## config.mk

```make
export PLATFORM = sky130hd
export DESIGN_NAME = spi_merge_fifo_port
export DESIGN_NICKNAME = d
export VERILOG_FILES = /design/src/rtl/spi_merge_pkg.sv /design/src/rtl/spmp_word_fifo.sv /design/src/rtl/spmp_tx_unpack.sv /design/src/rtl/spmp_rx_pack.sv /design/src/rtl/spi_merge_fifo_port.sv
export SDC_FILE = /design/constraint.sdc
export NUM_CORES = 1
export LEC_CHECK = 0
export ABC_AREA = 1
export BUFFER_PORTS_ARGS = -buffer_cell sky130_fd_sc_hd__buf_2
export CAP_MARGIN = 20
export CORE_AREA = 2 2 169 337
export DETAILED_ROUTE_END_ITERATION = 10
export DIE_AREA = 0 0 171 339
export PLACE_DENSITY = 0.71
export SYNTH_ARGS = -nofsm -noshare
export SYNTH_HDL_FRONTEND = slang
export SYNTH_SLANG_ARGS = --single-unit
```

## constraint.sdc

```tcl
create_clock -name clk -period 5.9 [get_ports clk]
set_input_delay 1.18 -clock clk [delete_from_list [all_inputs] [get_ports clk]]
set_output_delay 1.18 -clock clk [all_outputs]
set_load 0.005 [all_outputs]
```

## src/rtl/spi_merge_pkg.sv

```systemverilog
package spi_merge_pkg;
  localparam int ADDR_W = 3;
  localparam logic [ADDR_W-1:0] A_DATA   = 3'd0;
  localparam logic [ADDR_W-1:0] A_FMT    = 3'd1;
  localparam logic [ADDR_W-1:0] A_CTRL   = 3'd2;
  localparam logic [ADDR_W-1:0] A_STATUS = 3'd3;
  localparam logic [ADDR_W-1:0] A_CONFIG = 3'd4;

  localparam int FMT_MERGE_BIT = 7;
  localparam int FMT_LEN_LO    = 8;
  localparam logic [4:0] LEN_BYTE = 5'd7;

  localparam int CTL_ALL_RST = 0;
  localparam int CTL_RX_RST  = 1;
  localparam int CTL_TX_RST  = 2;
  localparam int CTL_RX_DMA  = 3;
  localparam int CTL_TX_DMA  = 4;

  localparam int ST_RX_EMPTY = 14;
  localparam int ST_TX_FULL  = 23;
endpackage

```

## src/rtl/spmp_word_fifo.sv

```systemverilog
module spmp_word_fifo #(
  parameter int WIDTH = 32,
  parameter int LOG2  = 3
) (
  input  logic             clk,
  input  logic             rst,
  input  logic             flush,
  input  logic             wr_en,
  input  logic [WIDTH-1:0] wr_data,
  input  logic             rd_en,
  output logic [WIDTH-1:0] rd_data,
  output logic             full,
  output logic             empty,
  output logic [LOG2:0]    count
);
  localparam int DEPTH = 1 << LOG2;

  logic [WIDTH-1:0] mem [DEPTH];
  logic [LOG2-1:0]  wr_ptr, rd_ptr;
  logic             push, pop;

  assign full  = (count == (LOG2+1)'(DEPTH));
  assign empty = (count == '0);
  assign push  = wr_en && !full && !flush;
  assign pop   = rd_en && !empty && !flush;

  // storage without reset so it maps onto block RAM
  always_ff @(posedge clk) begin
    if (push) mem[wr_ptr] <= wr_data;
    if (pop)  rd_data <= mem[rd_ptr];
  end

  always_ff @(posedge clk) begin
    if (rst || flush) begin
      wr_ptr <= '0;
      rd_ptr <= '0;
      count  <= '0;
    end else begin
      if (push) wr_ptr <= wr_ptr + 1'b1;
      if (pop)  rd_ptr <= rd_ptr + 1'b1;
      case ({push, pop})
        2'b10:   count <= count + 1'b1;
        2'b01:   count <= count - 1'b1;
        default: count <= count;
      endcase
    end
  end

  AST_NO_OVERFLOW: assert property (@(posedge clk) disable iff (rst) int'(count) <= DEPTH);
  AST_FULL_DROP: assert property (@(posedge clk) disable iff (rst) (wr_en && full && !rd_en && !flush) |=> $stable(count));
  AST_EMPTY_HOLD: assert property (@(posedge clk) disable iff (rst) (rd_en && empty && !wr_en && !flush) |=> $stable(count));
endmodule

```

## src/rtl/spmp_tx_unpack.sv

```systemverilog
module spmp_tx_unpack (
  input  logic        clk,
  input  logic        rst,
  input  logic        flush,
  input  logic        fifo_empty,
  output logic        fifo_pop,
  input  logic [32:0] fifo_data,
  output logic [7:0]  tx_byte,
  output logic        tx_valid,
  input  logic        tx_take
);
  logic        pend, have, merge_w;
  logic [31:0] word;
  logic [1:0]  idx;

  assign fifo_pop = !have && !pend && !fifo_empty;
  assign tx_valid = have;
  assign tx_byte  = word[8*idx +: 8];

  always_ff @(posedge clk) begin
    if (rst || flush) begin
      pend    <= 1'b0;
      have    <= 1'b0;
      merge_w <= 1'b0;
      idx     <= '0;
      word    <= '0;
    end else begin
      pend <= fifo_pop;
      if (pend) begin
        have    <= 1'b1;
        word    <= fifo_data[31:0];
        merge_w <= fifo_data[32];
        idx     <= '0;
      end else if (have && tx_take) begin
        if (!merge_w || idx == 2'd3) have <= 1'b0;
        else                         idx  <= idx + 1'b1;
      end
    end
  end

  AST_SINGLE_LANE: assert property (@(posedge clk) disable iff (rst) (tx_valid && !merge_w) |-> (idx == 2'd0));
  AST_HOLD_BYTE: assert property (@(posedge clk) disable iff (rst) (tx_valid && !tx_take && !flush) |=> (tx_valid && $stable(tx_byte)));
endmodule

```

## src/rtl/spmp_rx_pack.sv

```systemverilog
module spmp_rx_pack (
  input  logic        clk,
  input  logic        rst,
  input  logic        flush,
  input  logic        merge,
  input  logic [7:0]  in_byte,
  input  logic        in_valid,
  output logic        push,
  output logic [31:0] push_data
);
  logic [23:0] acc;
  logic [1:0]  idx;

  always_ff @(posedge clk) begin
    if (rst || flush) begin
      acc       <= '0;
      idx       <= '0;
      push      <= 1'b0;
      push_data <= '0;
    end else begin
      push <= 1'b0;
      if (in_valid) begin
        if (!merge) begin
          push      <= 1'b1;
          push_data <= {24'h0, in_byte};
          idx       <= '0;
        end else if (idx == 2'd3) begin
          push      <= 1'b1;
          push_data <= {in_byte, acc};
          idx       <= '0;
        end else begin
          acc[8*idx +: 8] <= in_byte;
          idx             <= idx + 1'b1;
        end
      end
    end
  end

  AST_UNMERGED_UPPER_ZERO: assert property (@(posedge clk) disable iff (rst) (in_valid && !merge && !flush) |=> (push && push_data[31:8] == 24'h0));
endmodule

```

## src/rtl/spi_merge_fifo_port.sv

```systemverilog
module spi_merge_fifo_port
  import spi_merge_pkg::*;
#(
  parameter int TX_LOG2 = 3,
  parameter int RX_LOG2 = 3
) (
  input  logic              clk,
  input  logic              rst,
  input  logic              bus_wr,
  input  logic              bus_rd,
  input  logic [ADDR_W-1:0] bus_addr,
  input  logic [31:0]       bus_wdata,
  output logic [31:0]       bus_rdata,
  output logic [7:0]        tx_byte,
  output logic              tx_valid,
  input  logic              tx_take,
  input  logic [7:0]        rx_byte,
  input  logic              rx_valid,
  output logic              dma_rx_req,
  output logic              dma_tx_req
);
  localparam int TX_DEPTH = 1 << TX_LOG2;
  localparam int RX_DEPTH = 1 << RX_LOG2;
  localparam int TX_HALF  = TX_DEPTH / 2;
  localparam int RX_HALF  = RX_DEPTH / 2;

  // register state
  logic       merge_q;
  logic [4:0] len_q;
  logic       rst_all_q, rst_rx_q, rst_tx_q, rx_dma_q, tx_dma_q;
  logic       merge_eff, tx_flush, rx_flush;
  logic       ctrl_wr, fmt_wr, data_wr, data_rd;

  // fifo side
  logic        tx_full, tx_empty, tx_pop;
  logic [32:0] tx_dout;
  logic [TX_LOG2:0] tx_count;
  logic        rx_full, rx_empty, rx_push;
  logic [31:0] rx_din, rx_dout;
  logic [RX_LOG2:0] rx_count;

  // read path
  logic        sel_data_q, rd_empty_q;
  logic [31:0] reg_q;
  logic [31:0] fmt_rd, ctrl_rd, status_rd, cfg_rd;

  assign ctrl_wr = bus_wr && bus_addr == A_CTRL;
  assign fmt_wr  = bus_wr && bus_addr == A_FMT;
  assign data_wr = bus_wr && bus_addr == A_DATA;
  assign data_rd = bus_rd && bus_addr == A_DATA;

  assign merge_eff = merge_q && (len_q == LEN_BYTE);
  assign tx_flush  = rst_tx_q || rst_all_q;
  assign rx_flush  = rst_rx_q || rst_all_q;

  always_ff @(posedge clk) begin
    if (rst || rst_all_q) begin
      merge_q   <= 1'b0;
      len_q     <= LEN_BYTE;
      rst_all_q <= 1'b0;
      rst_rx_q  <= 1'b0;
      rst_tx_q  <= 1'b0;
      rx_dma_q  <= 1'b0;
      tx_dma_q  <= 1'b0;
    end else begin
      if (fmt_wr) begin
        merge_q <= bus_wdata[FMT_MERGE_BIT];
        len_q   <= bus_wdata[FMT_LEN_LO +: 5];
      end
      if (ctrl_wr) begin
        rst_all_q <= bus_wdata[CTL_ALL_RST];
        rst_rx_q  <= bus_wdata[CTL_RX_RST];
        rst_tx_q  <= bus_wdata[CTL_TX_RST];
        rx_dma_q  <= bus_wdata[CTL_RX_DMA];
        tx_dma_q  <= bus_wdata[CTL_TX_DMA];
      end else begin
        rst_rx_q <= 1'b0;
        rst_tx_q <= 1'b0;
      end
    end
  end

  spmp_word_fifo #(.WIDTH(33), .LOG2(TX_LOG2)) u_tx_fifo (
    .clk(clk), .rst(rst), .flush(tx_flush),
    .wr_en(data_wr), .wr_data({merge_eff, bus_wdata}),
    .rd_en(tx_pop), .rd_data(tx_dout),
    .full(tx_full), .empty(tx_empty), .count(tx_count)
  );

  spmp_tx_unpack u_unpack (
    .clk(clk), .rst(rst), .flush(tx_flush),
    .fifo_empty(tx_empty), .fifo_pop(tx_pop), .fifo_data(tx_dout),
    .tx_byte(tx_byte), .tx_valid(tx_valid), .tx_take(tx_take)
  );

  spmp_rx_pack u_pack (
    .clk(clk), .rst(rst), .flush(rx_flush), .merge(merge_eff),
    .in_byte(rx_byte), .in_valid(rx_valid),
    .push(rx_push), .push_data(rx_din)
  );

  spmp_word_fifo #(.WIDTH(32), .LOG2(RX_LOG2)) u_rx_fifo (
    .clk(clk), .rst(rst), .flush(rx_flush),
    .wr_en(rx_push), .wr_data(rx_din),
    .rd_en(data_rd), .rd_data(rx_dout),
    .full(rx_full), .empty(rx_empty), .count(rx_count)
  );

  always_comb begin
    fmt_rd    = '0;
    fmt_rd[FMT_MERGE_BIT]     = merge_q;
    fmt_rd[FMT_LEN_LO +: 5]   = len_q;
    ctrl_rd   = '0;
    ctrl_rd[CTL_ALL_RST] = rst_all_q;
    ctrl_rd[CTL_RX_RST]  = rst_rx_q;
    ctrl_rd[CTL_TX_RST]  = rst_tx_q;
    ctrl_rd[CTL_RX_DMA]  = rx_dma_q;
    ctrl_rd[CTL_TX_DMA]  = tx_dma_q;
    status_rd = '0;
    status_rd[ST_RX_EMPTY] = rx_empty;
    status_rd[ST_TX_FULL]  = tx_full;
    cfg_rd    = {24'h0, 4'(TX_LOG2 - 1), 4'(RX_LOG2 - 1)};
  end

  always_ff @(posedge clk) begin
    if (rst) begin
      sel_data_q <= 1'b0;
      rd_empty_q <= 1'b1;
      reg_q      <= '0;
    end else if (bus_rd) begin
      sel_data_q <= (bus_addr == A_DATA);
      rd_empty_q <= rx_empty;
      case (bus_addr)
        A_FMT:    reg_q <= fmt_rd;
        A_CTRL:   reg_q <= ctrl_rd;
        A_STATUS: reg_q <= status_rd;
        A_CONFIG: reg_q <= cfg_rd;
        default:  reg_q <= '0;
      endcase
    end
  end

  assign bus_rdata = sel_data_q ? (rd_empty_q ? 32'h0 : rx_dout) : reg_q;

  always_ff @(posedge clk) begin
    if (rst) begin
      dma_rx_req <= 1'b0;
      dma_tx_req <= 1'b0;
    end else begin
      dma_rx_req <= rx_dma_q && (int'(rx_count) >= RX_HALF);
      dma_tx_req <= tx_dma_q && ((TX_DEPTH - int'(tx_count)) >= TX_HALF);
    end
  end

  AST_EMPTY_READ_ZERO: assert property (@(posedge clk) disable iff (rst) (data_rd && rx_empty) |=> (bus_rdata == 32'h0));
  AST_RX_SELF_CLEAR: assert property (@(posedge clk) disable iff (rst) (rst_rx_q && !ctrl_wr) |=> !rst_rx_q);
  AST_TX_SELF_CLEAR: assert property (@(posedge clk) disable iff (rst) (rst_tx_q && !ctrl_wr) |=> !rst_tx_q);
  AST_FMT_DEFAULT: assert property (@(posedge clk) disable iff (rst) rst_all_q |=> (len_q == LEN_BYTE && !merge_q && !rst_all_q));
  AST_DMA_RX_OFF: assert property (@(posedge clk) disable iff (rst) !rx_dma_q |=> !dma_rx_req);
  AST_DMA_RX_FULL: assert property (@(posedge clk) disable iff (rst) (rx_dma_q && rx_full) |=> dma_rx_req);
  AST_DMA_TX_OFF: assert property (@(posedge clk) disable iff (rst) !tx_dma_q |=> !dma_tx_req);
  AST_DMA_TX_EMPTY: assert property (@(posedge clk) disable iff (rst) (tx_dma_q && tx_empty) |=> dma_tx_req);
endmodule

```

== Word level (Yosys, flattened, before mapping) ==
Memories as Yosys holds them, arrays and structs flattened. A register that Yosys moved wholly into a read port is not among the register bits.
Cells that the tools add are included.

* Bits in registers: 163
* Bits in latches: 0
* Memory bits (writable): 520
* Bits in read-only memories: 0
* Input bits: 49
* Output and inout bits: 43
* Word-level logic and storage cells: 130
* Memories: 2

{| class="wikitable"
|+ Memory list
! memory !! words !! width !! rd ports !! clocked after memory_dff !! wr ports !! RTL line !! RTL
|-
| u_tx_fifo.mem || 8 || 33 || 1 || 1 || 1 || spmp_word_fifo.sv:18 || <nowiki>logic [WIDTH-1:0] mem [DEPTH];</nowiki>
|-
| u_rx_fifo.mem || 8 || 32 || 1 || 1 || 1 || spmp_word_fifo.sv:18 ||
|}

* Add/subtract/negate cells: 12
* $mul: 0
* Divide/modulo/power cells: 0
* Magnitude comparators: 2
* Equality and inequality tests: 14
* Shift operators: 3
* Mux-type cells: 19
* Bitwise logic cells: 4
* Reductions and logical operators: 47

{| class="wikitable"
|+ Operators by type and width
! cell !! number
|-
| 32-bit 2-to-1 mux || 4
|-
| 24-bit one-hot mux with 4 select lines || 1
|-
| 5-bit negation with 34-bit output || 1
|-
| 8-bit by 34-bit variable shift with 24-bit output (first input constant) || 1
|-
| 8-bit by 34-bit indexed part select with 24-bit output || 1
|-
| 32-bit by 6-bit indexed part select with 8-bit output || 1
|-
| 24-bit bitwise mux || 1
|-
| 1-bit logical AND || 18
|-
| 4-bit one-hot mux with 2 select lines || 2
|-
| 3-bit by 1-bit adder with 3-bit output (second input constant) || 4
|-
| 1-bit zero test || 9
|-
| 1-bit 2-to-1 mux || 9
|-
| 4-bit by 1-bit adder with 4-bit output (second input constant) || 2
|-
| 2-bit equality test (second input constant) || 4
|-
| 4-bit equality test (second input constant) || 2
|-
| 4-bit zero test || 2
|-
| 2-bit nonzero test || 4
|-
| 4-bit by 1-bit subtractor with 4-bit output (second input constant) || 2
|-
| 3-bit by 2-bit equality test with 1-bit output (second input constant) || 2
|-
| 1-bit logical OR || 6
|-
| 2-bit AND reduction || 3
|-
| 2-bit OR reduction || 3
|-
| 5-bit by 3-bit equality test with 1-bit output (second input constant) || 1
|-
| 5-bit by 4-bit >= comparator with 1-bit output (second input constant) || 1
|-
| 11 further kinds || 17
|}

== Depth between registers and ports, before layout ==
Gate-level depths: netlist (run 1).

* Word-level depth: 7
* Depth in mapped cells: 15
* Gate-level depth less buffers: 15

== Modules after synthesis ==
A second synthesis (run 1) with hierarchy kept.

* Cells, all modules: 2703
* Area, all modules: 29507.0 µm²

{| class="wikitable"
|+ Modules (own cells, without submodules)
! module !! times used !! cells each !! area an instance (µm²) !! seq. area each (µm²)
|-
| spmp_word_fifo at u_tx_fifo || 1 || 938 || 11955.2 || 9118.7
|-
| spmp_word_fifo at u_rx_fifo || 1 || 914 || 11642.4 || 8848.5
|-
| spmp_rx_pack || 1 || 377 || 2617.5 || 1181.1
|-
| spmp_tx_unpack || 1 || 228 || 1736.7 || 740.7
|-
| spi_merge_fifo_port || 1 || 246 || 1555.2 || 580.6
|}

== Worst setup path after synthesis (run 1) ==
OpenSTA, ideal clock, no wires.

* Path kind: input-to-reg
* Start point: input bus_rd
* End point: register u_rx_fifo.count[2]
* Setup time: 0.115 ns
* Arrival time: 4.286 ns
* Required time: 5.785 ns
* Path slack: 1.499 ns
* Stages on the path: 12
* Path buffers: 1
* Cell sequence: buf_2 > inv_1 > nor2_1 > nand2_1 > nor2_1 > ha_1 > xor2_1 > ha_1 > a21oi_1 > xnor2_1 > o21ai_0 > inv_1

* Longest elaborated chain between the ends: 5
* Elaborated cells on any way between the ends: 7
* Classes of those cells: eq/ne (2); mux (1); reduce/logical (4)

{| class="wikitable"
|+ RTL lines
! item !! RTL line !! RTL
|-
| start: declaration || spi_merge_fifo_port.sv:10 || <nowiki>input logic bus_rd,</nowiki>
|-
| 1-bit logical AND (*) || spi_merge_fifo_port.sv:50 || <nowiki>assign data_rd = bus_rd && bus_addr == A_DATA;</nowiki>
|-
| 1-bit logical AND (*) (2 in series) || spmp_word_fifo.sv:25 || <nowiki>assign pop = rd_en && !empty && !flush;</nowiki>
|-
| named net u_rx_fifo.pop || spmp_word_fifo.sv:20 || <nowiki>logic push, pop;</nowiki>
|-
| 2-bit by 1-bit equality test with 1-bit output or 2-bit equality test (tied branches) || spmp_word_fifo.sv:41 || <nowiki>case ({push, pop})</nowiki>
|-
| 4-bit one-hot mux with 2 select lines or 2-bit nonzero test (tied branches) || - ||
|-
| end signal: assignment || spmp_word_fifo.sv:42 || <nowiki>2'b10: count <= count + 1'b1;</nowiki>
|-
| end signal: assignment || spmp_word_fifo.sv:43 || <nowiki>2'b01: count <= count - 1'b1;</nowiki>
|-
| end signal: assignment || spmp_word_fifo.sv:44 || <nowiki>default: count <= count;</nowiki>
|-
| end: declaration || spmp_word_fifo.sv:14 || <nowiki>output logic [LOG2:0] count</nowiki>
|}

Mark *: on every way through the listed nets, which the timed path passes. The rest lies on a longest branch.
A chain may end at the register's enable or synchronous reset.

== Worst setup path after layout (run 1) ==
* Start point: register sel_data_q
* End point: output bus_rdata[31]

* Longest elaborated chain between the ends: 1

{| class="wikitable"
|+ RTL lines
! item !! RTL line !! RTL
|-
| start: declaration || spi_merge_fifo_port.sv:43 || <nowiki>logic sel_data_q, rd_empty_q;</nowiki>
|-
| start signal: assignment || spi_merge_fifo_port.sv:131 || <nowiki>sel_data_q <= (bus_addr == A_DATA);</nowiki>
|-
| 32-bit 2-to-1 mux || spi_merge_fifo_port.sv:143 || <nowiki>assign bus_rdata = sel_data_q ? (rd_empty_q ? 32'h0 : rx_dout) : reg_q;</nowiki>
|-
| end: declaration || spi_merge_fifo_port.sv:13 || <nowiki>output logic [31:0] bus_rdata,</nowiki>
|}

Every way passes these cells.

==> results of run 1 <==
[through the flow]
step	hold slack [ns]	util, %	area [um2]	total power (W)	worst slack (ns)
floorplan	0.423	-	28600	0.00749	1.50
global placement	0.434	53.8	29700	0.00800	2.01
detailed placement	0.438	53.8	29700	0.00807	1.95
CTS	0.449	57.6	31900	0.0123	1.66
global route	0.461	57.7	31900	0.0127	1.52
finish	0.450	57.7	31900	0.0123	1.73
[cell usage in the layout (no fill, tap or decap), types with 5 or more instances in the layout]
cell type,count
nand2_1,365
nor2_1,423
buf_4,31
nor3_2,5
inv_2,5
clkbuf_16,60
nor3_1,7
o21ai_2,19
edfxtp_1,585
o21ai_0,289
inv_1,109
dfxtp_1,141
a211oi_1,9
o22ai_1,72
buf_2,91
bufinv_16,12
o32ai_1,66
ha_1,16
clkinvlp_4,11
nand3_1,56
clkinv_2,15
clkinv_1,5
nor2_4,16
a21oi_1,93
[cells in the mapped netlist, drive strengths merged]
| cell | count |
|---|---|
| o211ai | 2 |
| a21oi | 94 |
| clkinv | 1 |
| a221oi | 1 |
| a31oi | 1 |
| inv | 118 |
| buf | 62 |
| nor3 | 12 |
| clkbuf | 77 |
| nand3 | 57 |
| o21ai | 309 |
| o22ai | 72 |
| nand2 | 370 |
| ha | 16 |
| nand3b | 1 |
| nor4 | 1 |
| nand4 | 2 |
| o32ai | 66 |
| a211oi | 9 |
| xnor2 | 2 |
| edfxtp | 585 |
| a22oi | 1 |
| xor2 | 3 |
| dfxtp | 145 |
| or2 | 4 |
| nor2 | 443 |
| nor3b | 4 |
[metal layers]
| metal | part of all wire (%) | global-route usage (%) | vias up |
|---|---|---|---|
| met2 | 52 | 41.8 | 767 |
| met3 | 6.3 | 3.77 | 214 |
| met5 | 0.069 | 0 | - |
| met1 | 37 | 27.4 | 9327 |
| li1 | - | - | 8754 |
| met4 | 4.5 | 11.2 | 10 |
[state kept, by name (all words and copies together) (netlist names), 3 cells and up]
signal             cells
len_q                  5
reg_q                 14
u_pack.acc            24
u_pack.push_data      32
u_rx_fifo.count        4
u_rx_fifo.mem        256
u_rx_fifo.rd_data     32
u_rx_fifo.rd_ptr       3
u_rx_fifo.wr_ptr       3
u_tx_fifo.count        4
u_tx_fifo.mem        264
u_tx_fifo.rd_data     33
u_tx_fifo.rd_ptr       3
u_tx_fifo.wr_ptr       3
u_unpack.word         32
[power breakdown]
part	internal, W	switching, W
Sequential	0.00591	0.000229
Combinational	0.000572	0.00127
Clock	0.00244	0.00184
[critical path: cells and delay by family (launching register included)]
| family | cells | cell delay, ns |
|---|---|---|
| and+or+nand+nor | 2 | 1.30 |
| DFF | 1 | 0.89 |
| buffers and inverters | 1 | 0.19 |
[cell type report]
cell class | instances | area, um2
fill | 4405 | 23400
sequential | 730 | 20500
multi-input combinational | 1470 | 7170
clock buffer | 65 | 1550
tap | 744 | 931
timing repair buffer | 122 | 688
clock inverter | 47 | 586
inverter | 119 | 453
antenna | 1 | 2.50
[worst max path at each step]
stage	slack, ns	end	cells past startpoint
4_1_cts	1.66	bus_rdata[31]	3
6_report	1.73	bus_rdata[31]	3
3_5_place_dp	1.95	u_rx_fifo.count[2]	13
3_3_place_gp	2.01	u_rx_fifo.count[2]	13
5_1_grt	1.52	bus_rdata[31]	3
2_1_floorplan	1.50	u_rx_fifo.count[2]	12
[cell families (layout without fill, tap and decap cells)]
family / Yosys count / count (layout) / share of synthesized area [%]
other cells: 0 / 1 / 0
flops: 730 / 730 / 71.6
xor+xnor: 5 / 5 / 0.153
buf+inv: 258 / 353 / 3.81
simple gates: 894 / 894 / 12.5
compound gates: 555 / 555 / 11.3
fa+ha+maj: 16 / 16 / 0.700
==> flow_metrics.tcl, run 1 <==
set metrics [dict create \
    crit_required_ns 4.72 \
    synth.area.top_cells "edfxtp_1 (61%), dfxtp_1 (10%), nor2_1 (5.7%), o21ai_0 (5.1%), nand2_1 (4.8%)" \
    die_y_um 339 \
    final_cells 3298 \
    num_vias 19072 \
    portBuffers 91 \
    synth_top_area_share_pct 61.4 \
    post_cts_resize_count 0 \
    finalSetupTns_ns 0 \
    syn_nets 2523 \
    holdBufCountCts 0 \
    r2r_slack_ns 2.97 \
    syn_area_um2 28600 \
    cts_sinks 730 \
    cp_cell_sequence "nand2_1 > nor2_1 > buf_2" \
    ys_seq_elements 730 \
    cts_tree "yes" \
    wl_um 68500 \
    fmax_mhz 240 \
    slew_viol_final 0 \
    critPathMaxFanout 30 \
    grt_pass1_vias 18927 \
    final-setup-viol-count 0 \
    power_density_nw_per_um2 385 \
    synth_largest_area_cell "edfxtp_1" \
    hold_class "reg -> reg" \
    overflow 0 \
    nets 2567 \
    drt_iter0_markers 1774 \
    detail-route-antenna-nets 0 \
    drc 0 \
    grt_usage_pct 23.5 \
    cts_root_buf "clkbuf_16" \
    ir_drop_mv 0.325 \
    rows 122 \
    start_util_pct 51.8 \
    insertion_delay_ns 0.62 \
    critical_path_class "reg -> out" \
    max_stage_delay_ns 0.89 \
    grt_first_pass_wirelength_um 105000 \
    coreArea_um2 55300 \
    postCtsSetupBuffers 0 \
    hpwl_um 41100 \
    drive_gt1_share_pct 11.6 \
    reg2reg_to "u_tx_fifo.mem[4][27]" \
    gp_congestion 0.879 \
    htreeDepth 2 \
    area_delta_synth_final_pct 11.4 \
    fp.dieW_um 171 \
    vias_per_cell 5.78 \
    ys_warn_count 0 \
    finalHoldViolCount 0 \
    worst-r2r-cell-count 6 \
    endpoint_kind "primary output" \
    cts.clk_slew.worst_paths_ns 0.07 \
    worstHoldPathCells 2 \
    hold_start "u_pack.acc[15]" \
    grt_max_degree 104 \
    cts_buffers 59 \
    crit_start "sel_data_q" \
    critPathSlowestCell "dfxtp_1" \
    maxCapViolCount 0 \
    synth_cells 2458 \
    cts.path.max_buffers 3 \
    slew_headroom_pct 28.1 \
    avgRoutedWirePerCell_um 20.8 \
    rsz0062_at_grt "false" \
    dr.pass1.iters 7 \
    rr_startpoint "rst_all_q" \
    leakage_nw 11.0 \
    crit_arrival_ns 2.99 \
    tightest_slew_ns 1.08 \
    avgSynthCellArea_um2 11.6 \
    fin_crit_sh_pct 70.6 \
    cp-start-kind "flop" \
    io-pin-count 92 \
    worstHoldEndpoint "u_pack.acc[15]" \
    status "complete, no violations" \
    yosysSeqAreaShare_pct 71.6 \
    antenna_found_initial 8 \
    yosysUniqueCellTypes 47 \
    clock_skew_ns 0.0298 \
    die_area_um2 58000 \
    period_minus_slack_ns 4.17 \
    place_inst 3185 \
]
Power figures use the tool's default switching activity.
==> inputs of run 2 (changes only) <==
clock period = 4.15 ns   (was 5.9 ns; I/O delays follow)
==> run 2 against run 1 <==
- wire length down 0.90%
- design area about the same
- cell count up 0.18%
- count of clock-buffer cells in the layout grew 21
- first-iteration DRC count up 0.17%
- critical endpoint unchanged
- largest cell class unchanged
- largest power group unchanged
==> flow_metrics.tcl, run 2 (synthesis gave the netlist of run 1 again) <==
set metrics [dict create \
    critical_path_class "reg -> out" \
    finalPower_w 0.0172 \
    clkPwrFrac_pct 33.8 \
    p_int_w 0.0125 \
    period_minus_slack_ns 3.35 \
    post_cts_resize_count 0 \
    max_stage_delay_ns 0.65 \
    holdBufCountCts 0 \
    rows 122 \
    postCtsSetupBuffers 0 \
    grt_usage_pct 23.4 \
    rr_startpoint "u_unpack.pend" \
    wl_um 67900 \
    start_util_pct 51.8 \
    slew_viol_final 0 \
    drt_iter0_markers 1777 \
    overflow 0 \
    io-pin-count 92 \
    p_sw_share_pct 27.2 \
    drc 0 \
    vias_per_cell 5.68 \
    final_cells 3304 \
    antennaDiodeCount 0 \
    fin_crit_sh_pct 80.8 \
    design_area_um2 31900 \
    r2r_slack_ns 1.55 \
    grt_pass1_vias 18559 \
    final_common_cell "edfxtp_1" \
    maxCapViolCount 0 \
    cts_tree "yes" \
    critPathMaxFanout 18 \
    clock_skew_ns 0.0245 \
    crit_start "rd_empty_q" \
    hold_class "reg -> reg" \
    insertion_delay_ns 0.62 \
    largest-register "u_tx_fifo.mem" \
    endpoint_kind "primary output" \
    dr.pass1.iters 6 \
    cts.path.max_buffers 3 \
    multi_input_area_um2 7170 \
    tightest_slew_ns 1.08 \
    fillerInstances 4448 \
    reg2reg_to "u_tx_fifo.count[3]" \
    worstHoldPathCells 2 \
    finalSetupTns_ns 0 \
    final-setup-viol-count 0 \
    leakage_nw 11.1 \
    cp-start-kind "flop" \
    status "complete, no violations" \
    worst-r2r-cell-count 12 \
    top_regs "u_tx_fifo.mem (264), u_rx_fifo.mem (256), u_tx_fifo.rd_data (33)" \
    p_switching_w 0.00466 \
    die_y_um 339 \
    fp.dieW_um 171 \
    detail-route-antenna-nets 0 \
    coreArea_um2 55300 \
    antenna_found_initial 4 \
    portBuffers 91 \
    num_vias 18764 \
    drive_gt1_share_pct 11.4 \
    crit_required_ns 3.32 \
    avgRoutedWirePerCell_um 20.5 \
    power_density_nw_per_um2 538 \
    crit_arrival_ns 2.52 \
    ir_drop_mv 0.384 \
    seqPwrFrac_pct 51.6 \
    gp_congestion 0.911 \
    hold_start "u_pack.acc[14]" \
    hpwl_um 43000 \
    grt_max_degree 108 \
    cp_cell_sequence "inv_1 > nand2_1 > nor2_1 > buf_2" \
    slew_headroom_pct 27.9 \
    finalHoldViolCount 0 \
    area_delta_synth_final_pct 11.5 \
    pwr-share-comb_pct 14.6 \
    cts.clk_slew.worst_paths_ns 0.07 \
    critPathSlowestCell "nand2_1" \
    cts_root_buf "clkbuf_16" \
    mostFrequentLayoutCells "edfxtp_1 (585), nor2_1 (423), nand2_1 (365), o21ai_0 (289), dfxtp_1 (141)" \
    die_area_um2 58000 \
    regArea_um2 20500 \
    cts_sinks 730 \
    place_area_um2 29800 \
    rsz0062_at_grt "false" \
    cts_buffers 58 \
    largest_register_ffs 264 \
    worstHoldEndpoint "u_pack.acc[14]" \
    place_inst 3193 \
    nets 2575 \
    fmax_mhz 298 \
    grt_first_pass_wirelength_um 104000 \
    htreeDepth 2 \
]
==> run 2: worst max path at each step <==
stage	endpoint	slack, ns	cells after the start
floorplan	u_rx_fifo.count[2]	0.1	12
global placement	u_rx_fifo.count[3]	1.02	13
detailed placement	u_rx_fifo.count[3]	1.01	13
CTS	bus_rdata[6]	0.75	4
global route	bus_rdata[31]	0.60	4
finish	bus_rdata[31]	0.80	4
==> run 2: cell type report <==
type                    count  share of cell area, %
clock inverters            24                  0.675
clock buffers              86                   5.74
well taps                 744                   2.92
multi-input cells        1470                   22.5
flip-flops and latches    730                   64.2
inverters                 119                   1.42
repair buffers            131                   2.55
==> run 2: layer usage <==
layer / global-route usage, % / vias up / share of wire, %
li1: - / 8777 / -
met1: 26.9 / 9145 / 37
met2: 41.9 / 649 / 52
met3: 4.19 / 185 / 6.2
met4: 11.0 / 8 / 4.6
met5: 0 / - / 0.075
==> run 2: critical path: cells and delay by family (launching register included) <==
kind / cells / cell delay [ns]
and+or+nand+nor: 2 / 1.14
buffers and inverters: 2 / 0.48
DFF: 1 / 0.31
==> run 2: metrics by stage <==
| stage | hold slack, ns | setup slack, ns | util, % |
|---|---|---|---|
| 2_1_floorplan | 0.423 | 0.0989 | - |
| 3_3_place_gp | 0.435 | 1.02 | 53.9 |
| 3_5_place_dp | 0.437 | 1.01 | 54.0 |
| 4_1_cts | 0.447 | 0.750 | 57.7 |
| 5_1_grt | 0.472 | 0.602 | 57.7 |
| 6_report | 0.448 | 0.795 | 57.7 |
==> run 2: power by group through the flow <==
stage / combinational [W] / clock (W) / sequential (W)
after floorplan: 0.00197 / 0 / 0.00868
after global placement: 0.00238 / 0 / 0.00896
after detailed placement: 0.00250 / 0 / 0.00898
after CTS: 0.00250 / 0.00588 / 0.00882
after global routing: 0.00281 / 0.00614 / 0.00888
final: 0.00251 / 0.00580 / 0.00884
